## src/rtl/gpio_ctl_pkg.sv

```systemverilog
package gpio_ctl_pkg;

    localparam int ADDR_W   = 12;
    localparam int DATA_W   = 64;
    localparam int CFG_W    = 26;

    localparam logic [ADDR_W-1:0] OFF_RX    = 12'h000;
    localparam logic [ADDR_W-1:0] OFF_SET   = 12'h008;
    localparam logic [ADDR_W-1:0] OFF_CLR   = 12'h010;
    localparam logic [ADDR_W-1:0] OFF_CONST = 12'h090;

    localparam logic [1:0] REGION_GLOB = 2'd0;
    localparam logic [1:0] REGION_CFG  = 2'd1;
    localparam logic [1:0] REGION_INT  = 2'd2;

    localparam logic [CFG_W-1:0] CFG_WMASK = 26'h3FF_1FFF;

    localparam int INT_PEND_W1C = 0;
    localparam int INT_PEND_W1S = 1;
    localparam int INT_ENA_W1C  = 2;
    localparam int INT_ENA_W1S  = 3;

    typedef struct packed {
        logic [9:0] pin_fn;
        logic [2:0] rsv;
        logic       od;
        logic [3:0] frate;
        logic [3:0] fcnt;
        logic       edge_type;
        logic       int_en;
        logic       invert;
        logic       oe;
    } line_cfg_t;

    typedef enum logic {F_STEADY = 1'b0, F_QUAL = 1'b1} filt_state_e;
    typedef enum logic {E_LOW = 1'b0, E_HIGH = 1'b1} edge_state_e;

endpackage

```

## src/rtl/gl_filter.sv

```systemverilog
module gl_filter
    import gpio_ctl_pkg::*;
#(
    parameter int PRESC_W = 16
) (
    input  logic       clk,
    input  logic       rst_n,
    input  logic       raw_in,
    input  logic [3:0] qual_cnt,
    input  logic [3:0] rate_sel,
    output logic       filt_out
);

    logic               sync_q;
    logic [PRESC_W-1:0] presc_q;
    logic [PRESC_W-1:0] rate_mask;
    logic               tick;
    filt_state_e        st_q, st_d;
    logic [3:0]         run_q, run_d;
    logic               filt_q, filt_d;

    always_comb begin
        rate_mask = (PRESC_W'(1) << rate_sel) - PRESC_W'(1);
        tick      = (presc_q & rate_mask) == rate_mask;
    end

    always_ff @(posedge clk) begin
        if (!rst_n) begin
            presc_q <= '0;
            sync_q  <= 1'b0;
        end else begin
            presc_q <= presc_q + PRESC_W'(1);
            sync_q  <= raw_in;
        end
    end

    // state register
    always_ff @(posedge clk) begin
        if (!rst_n) st_q <= F_STEADY;
        else        st_q <= st_d;
    end

    always_comb begin
        st_d   = st_q;
        run_d  = run_q;
        filt_d = filt_q;
        if (tick) begin
            unique case (st_q)
                F_STEADY: begin
                    if (sync_q != filt_q) begin
                        if (qual_cnt == 4'd0) begin
                            filt_d = sync_q;
                        end else begin
                            run_d = 4'd1;
                            st_d  = F_QUAL;
                        end
                    end
                end
                F_QUAL: begin
                    if (sync_q == filt_q) begin
                        run_d = 4'd0;
                        st_d  = F_STEADY;
                    end else if (run_q >= qual_cnt) begin
                        filt_d = sync_q;
                        run_d  = 4'd0;
                        st_d   = F_STEADY;
                    end else begin
                        run_d = run_q + 4'd1;
                    end
                end
            endcase
        end
    end

    // outputs
    always_ff @(posedge clk) begin
        if (!rst_n) begin
            run_q  <= 4'd0;
            filt_q <= 1'b0;
        end else begin
            run_q  <= run_d;
            filt_q <= filt_d;
        end
    end

    assign filt_out = filt_q;

endmodule

```

## src/rtl/gl_irq_cell.sv

```systemverilog
module gl_irq_cell
    import gpio_ctl_pkg::*;
(
    input  logic       clk,
    input  logic       rst_n,
    input  logic       sense,
    input  logic       edge_mode,
    input  logic       wr_stb,
    input  logic [3:0] wr_bits,
    output logic       pend,
    output logic       ena
);

    edge_state_e st_q, st_d;
    logic        rise;
    logic        set_hit;
    logic        pend_q, pend_d;
    logic        ena_q, ena_d;

    // state register
    always_ff @(posedge clk) begin
        if (!rst_n) st_q <= E_LOW;
        else        st_q <= st_d;
    end

    always_comb begin
        st_d = st_q;
        rise = 1'b0;
        unique case (st_q)
            E_LOW: begin
                if (sense) begin
                    rise = 1'b1;
                    st_d = E_HIGH;
                end
            end
            E_HIGH: begin
                if (!sense) st_d = E_LOW;
            end
        endcase
    end

    always_comb begin
        set_hit = edge_mode ? rise : sense;
        pend_d  = (pend_q & ~(wr_stb & wr_bits[INT_PEND_W1C]))
                | set_hit
                | (wr_stb & wr_bits[INT_PEND_W1S]);
        ena_d   = ena_q;
        if (wr_stb && wr_bits[INT_ENA_W1S])      ena_d = 1'b1;
        else if (wr_stb && wr_bits[INT_ENA_W1C]) ena_d = 1'b0;
    end

    // outputs
    always_ff @(posedge clk) begin
        if (!rst_n) begin
            pend_q <= 1'b0;
            ena_q  <= 1'b0;
        end else begin
            pend_q <= pend_d;
            ena_q  <= ena_d;
        end
    end

    assign pend = pend_q;
    assign ena  = ena_q;

endmodule

```

## src/rtl/gl_pad_drive.sv

```systemverilog
module gl_pad_drive #(
    parameter int LINES = 16
) (
    input  logic [LINES-1:0] is_gpio,
    input  logic [LINES-1:0] oe_en,
    input  logic [LINES-1:0] od_en,
    input  logic [LINES-1:0] drive_val,
    output logic [LINES-1:0] pad_out,
    output logic [LINES-1:0] pad_oe
);

    for (genvar i = 0; i < LINES; i++) begin : g_pad
        always_comb begin
            if (!is_gpio[i]) begin
                pad_out[i] = 1'b0;
                pad_oe[i]  = 1'b0;
            end else if (od_en[i]) begin
                pad_out[i] = 1'b0;
                pad_oe[i]  = oe_en[i] & ~drive_val[i];
            end else begin
                pad_out[i] = drive_val[i];
                pad_oe[i]  = oe_en[i];
            end
        end
    end

endmodule

```

## src/rtl/gpio_line_ctl.sv

```systemverilog
module gpio_line_ctl
    import gpio_ctl_pkg::*;
#(
    parameter int         NUM_LINES = 16,
    parameter logic [7:0] VEC_BASE  = 8'h30,
    parameter int         PRESC_W   = 16
) (
    input  logic                 clk,
    input  logic                 rst_n,
    input  logic                 req_valid,
    input  logic                 req_write,
    input  logic [ADDR_W-1:0]    req_addr,
    input  logic [DATA_W-1:0]    req_wdata,
    output logic                 rsp_valid,
    output logic [DATA_W-1:0]    rsp_rdata,
    input  logic [NUM_LINES-1:0] pad_in,
    output logic [NUM_LINES-1:0] pad_out,
    output logic [NUM_LINES-1:0] pad_oe,
    output logic [NUM_LINES-1:0] irq
);

    localparam int LIDX_W = (NUM_LINES > 1) ? $clog2(NUM_LINES) : 1;

    line_cfg_t            cfg_q [NUM_LINES];
    logic [NUM_LINES-1:0] latch_q;
    logic [NUM_LINES-1:0] filt, adj, pend, ena;
    logic [NUM_LINES-1:0] is_gpio, oe_en, od_on;
    logic [NUM_LINES-1:0] cfg_wr, int_wr;
    logic [NUM_LINES-1:0] wmask;

    logic                 wr, rd, aligned, line_ok;
    logic                 wr_set, wr_clr;
    logic [1:0]           region;
    logic [6:0]           lidx;
    logic [LIDX_W-1:0]    lsel;
    logic [DATA_W-1:0]    rd_data;
    logic                 rsp_valid_q;
    logic [DATA_W-1:0]    rsp_rdata_q;

    // request decode
    always_comb begin
        wr      = req_valid & req_write;
        rd      = req_valid & ~req_write;
        aligned = req_addr[2:0] == 3'b000;
        region  = req_addr[11:10];
        lidx    = req_addr[9:3];
        lsel    = lidx[LIDX_W-1:0];
        line_ok = int'(lidx) < NUM_LINES;
        wr_set  = wr && (req_addr == OFF_SET);
        wr_clr  = wr && (req_addr == OFF_CLR);
        wmask   = req_wdata[NUM_LINES-1:0] & is_gpio;
    end

    // output latch, only GPIO lines are touched
    always_ff @(posedge clk) begin
        if (!rst_n)      latch_q <= '0;
        else if (wr_set) latch_q <= latch_q | wmask;
        else if (wr_clr) latch_q <= latch_q & ~wmask;
    end

    for (genvar i = 0; i < NUM_LINES; i++) begin : g_line
        assign cfg_wr[i] = wr && aligned && (region == REGION_CFG) && (int'(lidx) == i);
        assign int_wr[i] = wr && aligned && (region == REGION_INT) && (int'(lidx) == i);

        always_ff @(posedge clk) begin
            if (!rst_n)         cfg_q[i] <= '0;
            else if (cfg_wr[i]) cfg_q[i] <= line_cfg_t'(req_wdata[CFG_W-1:0] & CFG_WMASK);
        end

        gl_filter #(
            .PRESC_W (PRESC_W)
        ) u_filt (
            .clk      (clk),
            .rst_n    (rst_n),
            .raw_in   (pad_in[i]),
            .qual_cnt (cfg_q[i].fcnt),
            .rate_sel (cfg_q[i].frate),
            .filt_out (filt[i])
        );

        assign adj[i]     = filt[i] ^ cfg_q[i].invert;
        assign is_gpio[i] = cfg_q[i].pin_fn == 10'd0;
        assign oe_en[i]   = cfg_q[i].oe;
        assign od_on[i]   = cfg_q[i].od;

        gl_irq_cell u_irq (
            .clk       (clk),
            .rst_n     (rst_n),
            .sense     (adj[i]),
            .edge_mode (cfg_q[i].edge_type),
            .wr_stb    (int_wr[i]),
            .wr_bits   (req_wdata[3:0]),
            .pend      (pend[i]),
            .ena       (ena[i])
        );

        assign irq[i] = pend[i] & ena[i] & cfg_q[i].int_en;
    end

    gl_pad_drive #(
        .LINES (NUM_LINES)
    ) u_pad (
        .is_gpio   (is_gpio),
        .oe_en     (oe_en),
        .od_en     (od_on),
        .drive_val (latch_q),
        .pad_out   (pad_out),
        .pad_oe    (pad_oe)
    );

    // read mux
    always_comb begin
        rd_data = '0;
        unique case (region)
            REGION_GLOB: begin
                if (req_addr == OFF_RX)
                    rd_data = DATA_W'(adj);
                else if (req_addr == OFF_SET || req_addr == OFF_CLR)
                    rd_data = DATA_W'(latch_q);
                else if (req_addr == OFF_CONST)
                    rd_data = DATA_W'({VEC_BASE, 8'(NUM_LINES)});
            end
            REGION_CFG: begin
                if (line_ok && aligned) rd_data = DATA_W'(cfg_q[lsel]);
            end
            REGION_INT: begin
                if (line_ok && aligned)
                    rd_data = DATA_W'({ena[lsel], 2'b00, pend[lsel]});
            end
            default: rd_data = '0;
        endcase
    end

    always_ff @(posedge clk) begin
        if (!rst_n) begin
            rsp_valid_q <= 1'b0;
            rsp_rdata_q <= '0;
        end else begin
            rsp_valid_q <= rd;
            rsp_rdata_q <= rd ? rd_data : '0;
        end
    end

    assign rsp_valid = rsp_valid_q;
    assign rsp_rdata = rsp_rdata_q;

endmodule

```

## config.mk

```make
export PLATFORM = sky130hd
export DESIGN_NAME = gpio_line_ctl
export DESIGN_NICKNAME = d
export VERILOG_FILES = /design/src/rtl/gpio_ctl_pkg.sv /design/src/rtl/gl_filter.sv /design/src/rtl/gl_irq_cell.sv /design/src/rtl/gl_pad_drive.sv /design/src/rtl/gpio_line_ctl.sv
export SDC_FILE = /design/constraint.sdc
export NUM_CORES = 2
export LEC_CHECK = 0
export CAP_MARGIN = 20
export CORE_MARGIN = 2
export CORE_UTILIZATION = 55
export CTS_CLUSTER_DIAMETER = 80
export DETAILED_ROUTE_END_ITERATION = 10
export DONT_BUFFER_PORTS = 1
export HOLD_SLACK_MARGIN = 0.12
export PLACE_DENSITY = 0.67
export SYNTH_ARGS = -nofsm -noshare
export SYNTH_HDL_FRONTEND = slang
export SYNTH_SLANG_ARGS = --single-unit
```

## constraint.sdc

```tcl
create_clock -name clk -period 6.2 [get_ports clk]
set_input_delay 1.24 -clock clk [delete_from_list [all_inputs] [get_ports clk]]
set_output_delay 1.24 -clock clk [all_outputs]
set_load 0.1 [all_outputs]
```

== Yosys cells after proc, flatten, opt, wreduce, memory -nomap -nowiden ==
Memory sizes are Yosys's and may differ from the RTL's.
Index checks and enable logic that the tools add are counted.
Storage, ports and cells
  register bits after elaboration: 497
  RAM bits: 368
  input bits: 96
  output and inout port bits: 113
  word-level logic and storage cells: 1211
  memories: 1
Operators by class
  add/sub/neg operators: 48
  $lt $le $gt $ge: 18
  eq/ne operators: 148
  shift-type cells: 16
  muxes and demuxes: 461
  bitwise operators: 231
  reductions and logical operators: 157
Memories
  cfg_q: depth 16, bits a word 23, read ports 17, clocked after memory_dff 0, wr ports 16, line gpio_line_ctl.sv:24  | line_cfg_t cfg_q [NUM_LINES];
Operators with widths (count)
  two-way mux 23 bit: 16
  two-way mux 1 bit: 323
  bitwise AND 16 bit: 18
  two-way mux 4 bit: 65
  adder 16 x 1 -> 16 bit, second input constant: 16
  == test 16 bit: 16
  left shift 1 x 4 -> 16 bit, first input constant: 16
  subtractor 16 x 2 -> 16 bit, second input constant: 16
  one-hot mux 64 bit (3 select lines): 1
  zero test 10 bit: 16
  one-hot mux 4 bit (2 select lines): 16
  bitwise AND 1 bit: 98
  != test 2 bit, second input constant: 48
  AND reduction 5 bit: 16
  logical AND 1 bit: 70
  adder 4 x 1 -> 4 bit, second input constant: 16
  greater-or-equal comparator 4 bit: 16
  zero test 4 bit: 16
  two-way mux 16 bit: 4
  != test 2 x 1 -> 1 bit, second input constant: 32
  one-hot mux 1 bit (2 select lines): 32
  == test 7 x 5 -> 1 bit, second input constant: 8
  inverter 1 bit: 49
  bitwise OR 1 bit: 48
  26 further kinds: 107

== Logic depth before layout (Yosys ltp) ==
  word-level depth: 9
  gate-level depth with buffers: 13
  depth with buffers taken out: 10

== Cells and area by module ==
From an unflattened synthesis, not the netlist that was laid out.
Second synthesis, totals
  cells, all modules: 4524
  area, all modules: 46256.9 sq um
Modules (own cells, without submodules)
  gl_filter at g_line[0].u_filt ...: instances 14, cells an instance 184, area an instance 1529.0 sq um, sequential area each 440.4 sq um
  gpio_line_ctl: instances 1, cells an instance 1370, area an instance 19718.9 sq um, sequential area each 11911.4 sq um
  gl_irq_cell: instances 16, cells an instance 11, area an instance 117.6 sq um, sequential area each 60.1 sq um
  gl_filter at g_line[8].u_filt: instances 1, cells an instance 171, area an instance 1498.9 sq um, sequential area each 440.4 sq um
  gl_filter at g_line[9].u_filt: instances 1, cells an instance 182, area an instance 1468.9 sq um, sequential area each 440.4 sq um
  gl_pad_drive: instances 1, cells an instance 49, area an instance 282.8 sq um, sequential area each 0.0 sq um

== Least setup slack after synthesis ==
No wires, ideal clock.
  path kind: input port to flip-flop
  from: input req_addr[4]
  to: memory cfg_q[15][0] (netlist name) (enable)
  library setup time: 0.435 ns
  arrival: 4.041 ns
  data required time: 5.765 ns
  path slack: 1.724 ns
  stages on the path: 5
  buffers on the path: 3
  cell sequence: clkbuf_1 clkbuf_1 buf_1 nand3_1 o21ai_0
RTL lines
  start: declaration: line gpio_line_ctl.sv:12  | input logic [ADDR_W-1:0] req_addr,
  end: declaration: line gpio_line_ctl.sv:24

==> impl_results.rst <==
.. list-table::
   :header-rows: 1

   * - Metric
     - Value
   * - Result of the run
     - finished, final reports clean
   * - Post-route DRC
     - 0
   * - Fin. Hold Viols
     - 0
   * - Worst slew margin relative to its limit
     - 0.2031
   * - Routed wire length per instance
     - 21.29 um
   * - Mean post-synth cell area
     - 9.793 um2
   * - Via count of the first global-routing pass
     - 30131
   * - Global-route wire length before repair
     - 176700 um
   * - Number of iterations in the first detailed-routing pass
     - 6
   * - Total Neg Setup Slack
     - 0 ps
   * - Share of synthesized cell area in full adder, half adder and majority cells
     - 0.03295
   * - Final ANT Viol Nets
     - 0
   * - Power per cell area
     - 260.0 mW/mm2
   * - Count of different cell masters after synthesis
     - 100
   * - Synth Register Bits
     - 811
   * - Transition time of the tightest slew-check pin
     - 1200 ps
   * - Capturing element type of the critical path
     - flop
   * - Die width
     - 282.1 um
   * - Max incr delay on CP
     - 980 ps
   * - Clock tree from TritonCTS
     - yes
   * - Unrepaired setup endpoints after global routing
     - no
   * - # Max-Cap Violations
     - 0
   * - Later-pin clock latency in the skew report
     - 650 ps
   * - Dominant register cell in the synthesized netlist
     - sky130_fd_sc_hd__dfxtp_1
   * - Shortest clock period the worst path allows after layout
     - 4359 ps
   * - Routability congestion estimate
     - 0.9444
   * - Placed cell area
     - 0.04370 mm2
   * - Finished layout cell area
     - 0.04666 mm2
   * - Std-Cell Rows
     - 101
   * - Initial antenna violation count
     - 6
   * - Cells along the critical path
     - nor3_1 > nand4_1 > nor3b_2 > nand3_1 > nor3_1 > mux2i_1 > nor2_1
   * - Arrival @ worst endpoint
     - 4890 ps
   * - H-tree depth
     - 3
   * - Count of clock tree sinks
     - 811
   * - Fraction of final layout cells with drive strength greater than 1
     - 0.09875
   * - Cell count after synthesis
     - 4343
   * - Ratio of routed vias to standard cells
     - 6.125
   * - Area growth from synthesis to final layout
     - 9.705%
   * - Type of the worst setup path
     - primary input to flop
   * - Count of flip-flops with a built-in enable after synthesis
     - 368
   * - CTS Buf Count
     - 86
   * - GR met1 Demand/Resource
     - 0.4008
   * - Global route total overflow
     - 0
   * - Total Die Area
     - 0.07957 mm2
   * - Largest family of logic cells by synthesized area
     - simple AND/OR/NAND/NOR gates
   * - Post-Synth XOR/XNOR Area
     - 0.04572
   * - Max rail drop VDD
     - 0.2528 mV
   * - Total of warnings raised by yosys
     - 0
   * - Total setup buffers inserted after CTS
     - 0
   * - Number of max-slew violations in the final report
     - 0
   * - Vertical die dimension
     - 282.1 um
   * - Vias
     - 32706
   * - Most frequent cell on the critical path
     - sky130_fd_sc_hd__nor3_1
   * - Total of cells resized after clock tree synthesis
     - 0
   * - Required @ worst endpoint
     - 6730 ps
   * - Async SR Flop Fraction
     - 0
   * - Slack of the worst reg-to-reg path
     - 2720 ps
   * - Fraction of the yosys area taken by sequential cells
     - 0.4683
   * - Clk root buf
     - sky130_fd_sc_hd__clkbuf_16
   * - Final Setup Violations
     - 0
   * - Worst-path maximum fanout
     - 16
   * - Detailed placement HPWL
     - 78330 um
   * - Clock buffer depth
     - 3
   * - Hold Path Class
     - flop to flop
   * - Simple-gate share of the synthesized area
     - 0.2359
   * - Worst Skew
     - 28.92 ps
   * - Met2 track utilization from global routing
     - 0.4308
   * - Nets
     - 4442
   * - Nature of the critical path startpoint
     - primary input
   * - Static Leakage
     - 16.10 nW
   * - DRC violation total after the first TritonRoute iteration
     - 3219
   * - Cell at the slowest stage of the critical path
     - sky130_fd_sc_hd__nand3_1
   * - PortBufs
     - 0
   * - Hold-fix buffers, CTS
     - 0
   * - Post-Synthesis Cell Area
     - 0.04253 mm2
   * - Largest net degree at the start of global routing
     - 148
   * - Most utilized layer in the global route result
     - met2
   * - Highest achievable clock rate
     - 229.4 MHz
   * - Total Routing Usage GR
     - 0.2858
   * - Area of the placeable core
     - 0.07620 mm2
   * - Share of synthesized area spent on multiplexers
     - 0.07646
   * - Initial Util
     - 0.5581
   * - Clock-pin slew of the registers on the worst-case setup and hold paths
     - 60 ps
   * - GR Util met3
     - 0.06418
   * - Wirelength, routed
     - 113700 um
   * - Fraction of the cycle the final worst path needs
     - 0.7031
   * - Boundary Pins
     - 209
   * - Post-synthesis compound-gate area fraction
     - 0.09711
layout make-up:
cell class,instances,area (um2)
clock buffer,123,2549
inverter,146,555.5
multi-input combinational,3123,21120
antenna,6,15.01
clock inverter,35,364.1
fill,6270,29540
sequential,811,19920
tap,1030,1289
timing repair buffer,66,848.3
kinds of logic after synthesis:
logic type / count (synthesis)
adder cells (fa/ha/maj): 112
buffers and inverters: 446
XOR/XNOR: 222
AND/OR/NAND/NOR: 1948
other: 1
multiplexers: 170
AO/OA/AOI/OAI: 633
flip-flops: 811
per-stage QoR:
stage          worst slack [ps]    util  cells  hold WS, ps  total power [W]
6_report                   1841  0.6123   5340        458.6          0.01213
5_1_grt                    1868  0.6121   5334        485.4          0.01247
4_1_cts                    2191  0.6118   5333        460.7          0.01219
3_3_place_gp               1610  0.5735   5175        443.0         0.006898
2_1_floorplan              1724       -   4380        429.4         0.006730
3_5_place_dp               1532  0.5735   5175        448.7         0.006912
routing by layer:
metal	up-vias	routed length [um]
met4	0	4410
li1	15485	-
met5	-	0
met3	222	9654
met1	15800	49390
met2	1199	50210
Yosys cell counts (all sizes together) (73+ instances only):
| cell | number | area share |
|---|---|---|
| o21ai | 132 | 0.016 |
| ha | 112 | 0.033 |
| inv | 133 | 0.012 |
| buf | 94 | 0.012 |
| edfxtp | 368 | 0.26 |
| clkbuf | 206 | 0.018 |
| a21oi | 200 | 0.024 |
| xnor2 | 73 | 0.015 |
| dfxtp | 443 | 0.21 |
| mux4 | 123 | 0.065 |
| nor3 | 285 | 0.034 |
| nand3 | 194 | 0.023 |
| nand2 | 269 | 0.024 |
| and2 | 222 | 0.033 |
| nor2 | 475 | 0.042 |
| xor2 | 149 | 0.031 |
worst max-delay path: cells and delay by family:
kind             cells  cell delay [ps]
AND/OR/NAND/NOR      6             3410
multiplexers         1              230
state kept, by name, summed over array words and instances, names as in the netlist, named ones only:
signal	cells
g_line.u_irq.pend	16
g_line.u_filt.presc_q	240
g_line.u_irq.st_q	16
rsp_valid	1
g_line.u_filt.filt_out	16
g_line.u_filt.sync_q	16
g_line.u_irq.ena	16
cfg_q	368
rsp_rdata	26
g_line.u_filt.run_q	64
g_line.u_filt.st_q	16
cell usage in the layout (no fill, tap or decap), types with 65 or more instances in the layout:
cell and count:
sky130_fd_sc_hd__nor3_1 285, sky130_fd_sc_hd__mux4_2 122, sky130_fd_sc_hd__edfxtp_1 368, sky130_fd_sc_hd__nand2_1 267, sky130_fd_sc_hd__and3_1 65, sky130_fd_sc_hd__clkbuf_16 92, sky130_fd_sc_hd__xnor2_1 73, sky130_fd_sc_hd__or3_1 65
sky130_fd_sc_hd__nand3_1 191, sky130_fd_sc_hd__inv_1 132, sky130_fd_sc_hd__a21oi_1 200, sky130_fd_sc_hd__o21ai_0 114, sky130_fd_sc_hd__nor2_1 459, sky130_fd_sc_hd__xor2_1 149, sky130_fd_sc_hd__nor4_1 67, sky130_fd_sc_hd__dfxtp_1 443
sky130_fd_sc_hd__and2_1 221, sky130_fd_sc_hd__ha_1 112
final timing paths:
check / startpoint / end / cells after the start
worst max register to register: cfg_q[13][11] / g_line[13].u_filt.run_q[3] / 10
worst min register to register: g_line[9].u_filt.presc_q[0] / g_line[9].u_filt.presc_q[0] / 1
worst max-delay path: req_addr[1] / flop / 7
worst min-delay path: g_line[9].u_filt.presc_q[0] / g_line[9].u_filt.presc_q[0] / 1
report_power, final:
| part | internal (W) | switching [W] | total [W] | leakage [nW] |
|---|---|---|---|---|
| clock | 0.00312 | 0.00220 | 0.00532 | 1.44 |
| sequential | 0.00576 | 0.000209 | 0.00597 | 7.08 |
| combinational | 0.000327 | 0.000519 | 0.000846 | 7.58 |
| total | 0.00920 | 0.00293 | 0.0121 | 16.1 |
(Power assumes the default switching activity.)
